File: src/rtl/scl_gen_pkg.sv
package scl_gen_pkg;

  typedef enum logic [1:0] {
    ST_IDLE = 2'd0,
    ST_LOW  = 2'd1,
    ST_HIGH = 2'd2
  } sclState_e;

  // strobes from control to the phase counter
  typedef struct packed {
    logic advance;   // one tick of the active time base
    logic loadLow;   // start a low phase
    logic loadHigh;  // start a high phase
    logic useHs;     // select the high-speed field for the load
  } cntCtrl_t;

endpackage

File: src/rtl/scl_phase_counter.sv
module scl_phase_counter
  import scl_gen_pkg::*;
#(
  parameter int FIELD_W  = 8,
  parameter int HS_POS   = 8,
  parameter int CFG_W    = 16,
  parameter int LOW_ADD  = 7,
  parameter int HIGH_ADD = 5
) (
  input  logic             clk,
  input  logic             rst_n,
  input  logic [CFG_W-1:0] cfgLow,
  input  logic [CFG_W-1:0] cfgHigh,
  input  cntCtrl_t         ctl,
  output logic             cntZero
);

  localparam int MAX_ADD = (LOW_ADD > HIGH_ADD) ? LOW_ADD : HIGH_ADD;
  localparam int CNT_W   = $clog2((1 << FIELD_W) + MAX_ADD);
  localparam int CNT_MAX = (1 << FIELD_W) - 1 + MAX_ADD - 1;

  logic [FIELD_W-1:0] lowField;
  logic [FIELD_W-1:0] highField;
  logic [CNT_W-1:0]   lowLoad;
  logic [CNT_W-1:0]   highLoad;
  logic [CNT_W-1:0]   cnt;

  // field select: upper field for high-speed, lower for fast/standard
  always_comb begin
    if (ctl.useHs) begin
      lowField  = cfgLow[HS_POS +: FIELD_W];
      highField = cfgHigh[HS_POS +: FIELD_W];
    end else begin
      lowField  = cfgLow[FIELD_W-1:0];
      highField = cfgHigh[FIELD_W-1:0];
    end
  end

  // the counter holds remaining ticks minus one
  assign lowLoad  = CNT_W'(lowField)  + CNT_W'(LOW_ADD - 1);
  assign highLoad = CNT_W'(highField) + CNT_W'(HIGH_ADD - 1);

  always_ff @(posedge clk or negedge rst_n) begin
    if (!rst_n) begin
      cnt <= '0;
    end else if (ctl.loadLow) begin
      cnt <= lowLoad;
    end else if (ctl.loadHigh) begin
      cnt <= highLoad;
    end else if (ctl.advance && (cnt != '0)) begin
      cnt <= cnt - 1'b1;
    end
  end

  assign cntZero = (cnt == '0);

  // an expired count never wraps unless a new phase is loaded
  assert_cnt_hold_R1: assert property (@(posedge clk) disable iff (!rst_n)
    (cntZero && !ctl.loadLow && !ctl.loadHigh) |=> cntZero);

  // the count stays within the longest phase
  assert_cnt_range_R2: assert property (@(posedge clk) disable iff (!rst_n)
    cnt <= CNT_W'(CNT_MAX));

endmodule

File: src/rtl/scl_phase_ctrl.sv
module scl_phase_ctrl
  import scl_gen_pkg::*;
(
  input  logic     clk,
  input  logic     rst_n,
  input  logic     tickEn,
  input  logic     hsMode,
  input  logic     phaseReq,
  input  logic     run,
  input  logic     cntZero,
  output cntCtrl_t ctl,
  output logic     sclOut,
  output logic     fallStrobe,
  output logic     riseStrobe
);

  sclState_e state, nState;
  logic      hsPhase, nHs;
  logic      pendSw, nPend;
  logic      adv, reqNow, goFall, goRise;

  assign adv    = hsPhase | tickEn;
  assign reqNow = hsMode & phaseReq & ~hsPhase;

  always_comb begin
    nState      = state;
    nHs         = hsPhase;
    nPend       = pendSw;
    goFall      = 1'b0;
    goRise      = 1'b0;
    ctl         = '0;
    ctl.advance = adv;
    ctl.useHs   = hsPhase;
    unique case (state)
      ST_IDLE: begin
        nHs   = 1'b0;
        nPend = 1'b0;
        if (run && adv) begin
          nState      = ST_LOW;
          ctl.loadLow = 1'b1;
          ctl.useHs   = 1'b0;
          goFall      = 1'b1;
        end
      end
      ST_LOW: begin
        if (reqNow) nPend = 1'b1;
        if (adv && cntZero) begin
          nState       = ST_HIGH;
          ctl.loadHigh = 1'b1;
          goRise       = 1'b1;
          if (nPend) begin
            nHs       = 1'b1;
            nPend     = 1'b0;
            ctl.useHs = 1'b1;
          end
        end
      end
      ST_HIGH: begin
        if (reqNow) nPend = 1'b1;
        if (adv && cntZero) begin
          if (run) begin
            nState      = ST_LOW;
            ctl.loadLow = 1'b1;
            goFall      = 1'b1;
          end else begin
            nState = ST_IDLE;
            nHs    = 1'b0;
            nPend  = 1'b0;
          end
        end
      end
      default: begin
        nState = ST_IDLE;
      end
    endcase
  end

  always_ff @(posedge clk or negedge rst_n) begin
    if (!rst_n) begin
      state      <= ST_IDLE;
      hsPhase    <= 1'b0;
      pendSw     <= 1'b0;
      sclOut     <= 1'b1;
      fallStrobe <= 1'b0;
      riseStrobe <= 1'b0;
    end else begin
      state      <= nState;
      hsPhase    <= nHs;
      pendSw     <= nPend;
      sclOut     <= (nState != ST_LOW);
      fallStrobe <= goFall;
      riseStrobe <= goRise;
    end
  end

  assert_strobe_excl_R10: assert property (@(posedge clk) disable iff (!rst_n)
    !(fallStrobe && riseStrobe));

  assert_fall_edge_R10: assert property (@(posedge clk) disable iff (!rst_n)
    fallStrobe |-> (!sclOut && $past(sclOut)));

  assert_rise_edge_R10: assert property (@(posedge clk) disable iff (!rst_n)
    riseStrobe |-> (sclOut && !$past(sclOut)));

  // timing base changes only together with a rising SCL edge
  assert_switch_at_rise_R6: assert property (@(posedge clk) disable iff (!rst_n)
    $rose(hsPhase) |-> riseStrobe);

  assert_req_gated_R7: assert property (@(posedge clk) disable iff (!rst_n)
    $rose(pendSw) |-> $past(hsMode));

  assert_stop_idle_R8: assert property (@(posedge clk) disable iff (!rst_n)
    (state == ST_HIGH && !run && adv && cntZero) |=>
      (state == ST_IDLE && sclOut && !fallStrobe));

endmodule

File: src/rtl/scl_two_phase_gen.sv
module scl_two_phase_gen
  import scl_gen_pkg::*;
#(
  parameter int FIELD_W  = 8,
  parameter int HS_POS   = 8,
  parameter int CFG_W    = 16,
  parameter int LOW_ADD  = 7,
  parameter int HIGH_ADD = 5
) (
  input  logic             clk,
  input  logic             rst_n,
  input  logic             tickEn,
  input  logic [CFG_W-1:0] cfgLow,
  input  logic [CFG_W-1:0] cfgHigh,
  input  logic             hsMode,
  input  logic             phaseReq,
  input  logic             run,
  output logic             sclOut,
  output logic             fallStrobe,
  output logic             riseStrobe
);

  cntCtrl_t cntCtl;
  logic     cntZero;

  scl_phase_ctrl ctrl_i (
    .clk        (clk),
    .rst_n      (rst_n),
    .tickEn     (tickEn),
    .hsMode     (hsMode),
    .phaseReq   (phaseReq),
    .run        (run),
    .cntZero    (cntZero),
    .ctl        (cntCtl),
    .sclOut     (sclOut),
    .fallStrobe (fallStrobe),
    .riseStrobe (riseStrobe)
  );

  scl_phase_counter #(
    .FIELD_W  (FIELD_W),
    .HS_POS   (HS_POS),
    .CFG_W    (CFG_W),
    .LOW_ADD  (LOW_ADD),
    .HIGH_ADD (HIGH_ADD)
  ) counter_i (
    .clk     (clk),
    .rst_n   (rst_n),
    .cfgLow  (cfgLow),
    .cfgHigh (cfgHigh),
    .ctl     (cntCtl),
    .cntZero (cntZero)
  );

endmodule

File: config.mk
export PLATFORM = sky130hd
export DESIGN_NAME = scl_two_phase_gen
export DESIGN_NICKNAME = d
export VERILOG_FILES = /design/src/rtl/scl_gen_pkg.sv /design/src/rtl/scl_phase_counter.sv /design/src/rtl/scl_phase_ctrl.sv /design/src/rtl/scl_two_phase_gen.sv
export SDC_FILE = /design/constraint.sdc
export NUM_CORES = 1
export LEC_CHECK = 0
export ABC_AREA = 1
export BUFFER_PORTS_ARGS = -buffer_cell sky130_fd_sc_hd__buf_2
export CAP_MARGIN = 0
export CORE_ASPECT_RATIO = 0.6
export CORE_MARGIN = 2
export CORE_UTILIZATION = 50
export DETAILED_ROUTE_END_ITERATION = 10
export PLACE_DENSITY = 0.76
export SYNTH_ARGS = -nofsm -noshare
export SYNTH_HDL_FRONTEND = slang
export SYNTH_SLANG_ARGS = --single-unit
File: constraint.sdc
create_clock -name clk -period 3.9 [get_ports clk]
set_clock_uncertainty 0.2 [all_clocks]
set_input_delay 0.195 -clock clk [delete_from_list [all_inputs] [get_ports clk]]
set_output_delay 0.195 -clock clk [all_outputs]
set_load 0.02 [all_outputs]
==> out/metrics.yaml <==
clk_pin_slew_ns: 0.08
synthFlopType: "dfrtp_1"
grt_max_degree: 28
cts_tree: "yes"
postSynthAreaPerCell_um2: 6.61
first_global_vias: 1476
overflow: 0
critical_path.top_delay_family: "compound AO/OA/AOI/OAI gates"
startpoint: "ctrl_i.state[1]$_DFF_PN0_"
critical_path_required_ns: 3.86
track_usage_pct: 22.2
crit_chain: "inv_1, ha_1, o31ai_4, nand2_4, inv_2, nand2_1, nand2_1, ha_1, nand2_1, o21ai_0, nand3_1, o21ai_0, inv_1, nand2_1, inv_1"
dieArea_um2: 3820
yosysWarnings: 0
worstMarginPinSlew_ns: 0.452
hold_viol_final: 0
dp_hpwl_um: 3150
relSlewSlack_pct: 69.9
core_region_area_um2: 3220
wl_um: 3960
final_cells: 339
ios: 41
post-route-drc-count: 0
cts.sinks: 16
rows: 16
htreeDepth: 1
clk_path_buf_depth: 2
ys_ff_latch: 16
start_util_pct: 51.7
cpMostUsedCell: "nand2_1"
fin_crit_ns: 2.99
peakVddDrop_mv: 0.380
cts_buffers: 3
syn_nets: 299
hp-start: "cfgLow[8]"
critical_path.max_fanout: 27
num-nets-final: 342
synth_seq_area_share_pct: 24.1
diodes: 0
synthesis.area_um2: 1670
clock.fmax_mhz: 335
synth-edff-count: 0
rsz0062_at_grt: "no"
insertion_delay_ns: 0.26
cp_slowest_cell: "o31ai_4"
critPathKind: "flop to flop"
cts_setup_buffers: 0
multi_input_area_um2: 1080
die-width_um: 78.5
synth_common_cells: "nand2_1, inv_1, nand3_1, nor2_1"
setup_viol: 0
area_growth_pct: 17.3
synth_area_leaders: "dfrtp_1, nand2_1, inv_1"
io_buffers: 40
die_h_um: 48.7
synth_top_area_share_pct: 22.5
via_count: 1701
max_stage_delay_ns: 0.49
p_per_area_nw_per_um2: 592
first_pass_iters: 5
crit_buf_inv: 4
vias_per_cell: 5.02
fillers: 315
yosysTopAreaCell: "dfrtp_1"
worst_r2r_startpoint: "ctrl_i.state[1]$_DFF_PN0_"
synth_async_sr_flop_share_pct: 100
final_max_slew_viol_count: 0
place_congestion: 0.812
holdCritPathClass: "input pin to flop"
setup_tns_ns: 0
startpoint_type: "flop"
worstSetupEndpointType: "flop"
ys_types: 39
wire_per_inst_um: 11.7
synthCells: 252
crit_arrival_ns: 2.95
dpl.cell_count: 334
drt_iter0_drc: 106
run_status: "finished, final reports clean"
p_leak_nw: 1.01
drtAntennaViolNets: 0
yosysMostFrequentCell: "nand2_1"
drive_gt1_share_pct: 21.4
maxCapViolCount: 0
grt_pass1_wl_um: 6760
grt_antenna_before_repair: 0
register_area_um2: 402
root_buffer: "clkbuf_8"
final.period_utilization_pct: 76.6
area by class of cell:
type | instances | area share (%)
multi-input cells | 193 | 55.1
flip-flops and latches | 16 | 20.6
repair buffers | 42 | 11.1
inverters | 39 | 7.50
well taps | 45 | 2.88
clock buffers | 4 | 2.82
flip-flops by register name, indices dropped and copies added (netlist names):
register / flops
counter_i.cnt: 9
ctrl_i.state: 2
ctrl_i.fallStrobe: 1
ctrl_i.hsPhase: 1
ctrl_i.pendSw: 1
ctrl_i.riseStrobe: 1
ctrl_i.sclOut: 1
per-stage QoR:
| stage | cell area (um^2) | setup WS, ns | util (%) | power (mW) | hold slack [ns] |
|---|---|---|---|---|---|
| 5_1_grt | 1950 | 0.551 | 60.6 | 1.28 | 0.114 |
| 3_5_place_dp | 1890 | 0.906 | 58.6 | 0.995 | -0.0640 |
| 6_report | 1950 | 0.914 | 60.6 | 1.16 | 0.111 |
| 2_1_floorplan | 1670 | 1.37 | - | 0.860 | -0.301 |
| 3_3_place_gp | 1890 | 1.05 | 58.6 | 0.981 | -0.0629 |
| 4_1_cts | 1950 | 0.898 | 60.6 | 1.15 | 0.103 |
layout by cell type (no fill, tap or decap), types with 2 or more instances in the layout:
| cell | count |
|---|---|
| a21oi_1 | 6 |
| o21ai_2 | 2 |
| xor2_1 | 6 |
| o21ai_1 | 2 |
| inv_1 | 36 |
| inv_2 | 2 |
| buf_2 | 40 |
| nand2_1 | 71 |
| o21bai_1 | 2 |
| nand2_2 | 2 |
| nor2_2 | 3 |
| nor2_1 | 22 |
| xnor2_1 | 2 |
| nand4_1 | 4 |
| clkbuf_8 | 4 |
| o21ai_0 | 15 |
| nor2_4 | 2 |
| nand3b_1 | 4 |
| nand3_1 | 22 |
| o22ai_1 | 2 |
| dfrtp_1 | 15 |
| a31oi_1 | 3 |
| ha_1 | 9 |
| o221ai_1 | 2 |
worst paths after layout:
check                                               end  slack, ns  depth (start not counted)
max                        counter_i.cnt[6]$_DFFE_PN0P_       0.91                         15
min                        counter_i.cnt[0]$_DFFE_PN0P_       0.11                          3
max reg2reg                counter_i.cnt[6]$_DFFE_PN0P_       0.91                         15
min reg2reg                   ctrl_i.pendSw$_DFFE_PN0P_       0.34                          2
max in group asynchronous       ctrl_i.sclOut$_DFF_PN1_       3.00                          2
min in group asynchronous     ctrl_i.state[0]$_DFF_PN0_       0.18                          2
power by group:
group          internal [mW]  total (mW)  switching [mW]
combinational          0.256       0.698           0.443
sequential             0.238       0.305          0.0667
clock                 0.0897       0.153          0.0633
cells by family after synthesis:
| family | Yosys count | share of synthesized area [%] |
|---|---|---|
| compound gates | 40 | 15.9 |
| xor+xnor | 8 | 4.21 |
| buf+inv | 43 | 11.3 |
| mux | 1 | 0.601 |
| fa+ha+maj | 9 | 6.76 |
| flops | 16 | 24.1 |
| simple gates | 135 | 37.1 |
layer usage:
| metal | vias up | share of wire, % | GRT usage [%] |
|---|---|---|---|
| met3 | 0 | 6.2 | 4.29 |
| li1 | 899 | - | - |
| met2 | 50 | 40 | 30.5 |
| met1 | 752 | 54 | 36.3 |
| met4 | 0 | 0 | 2.92 |
| met5 | - | 0 | 0 |
tightest hold or removal path, cell delays in order:
cell	delay [ns]
buf_2	0.10
o21bai_1	0.13
a31oi_1	0.09
repair_timing:
action	4_1_cts	5_1_grt
hold buffers	1	0
gates resized for setup	0	0
hold endpoints to repair	16	0
Note: power is estimated with default switching activity, not from simulation.
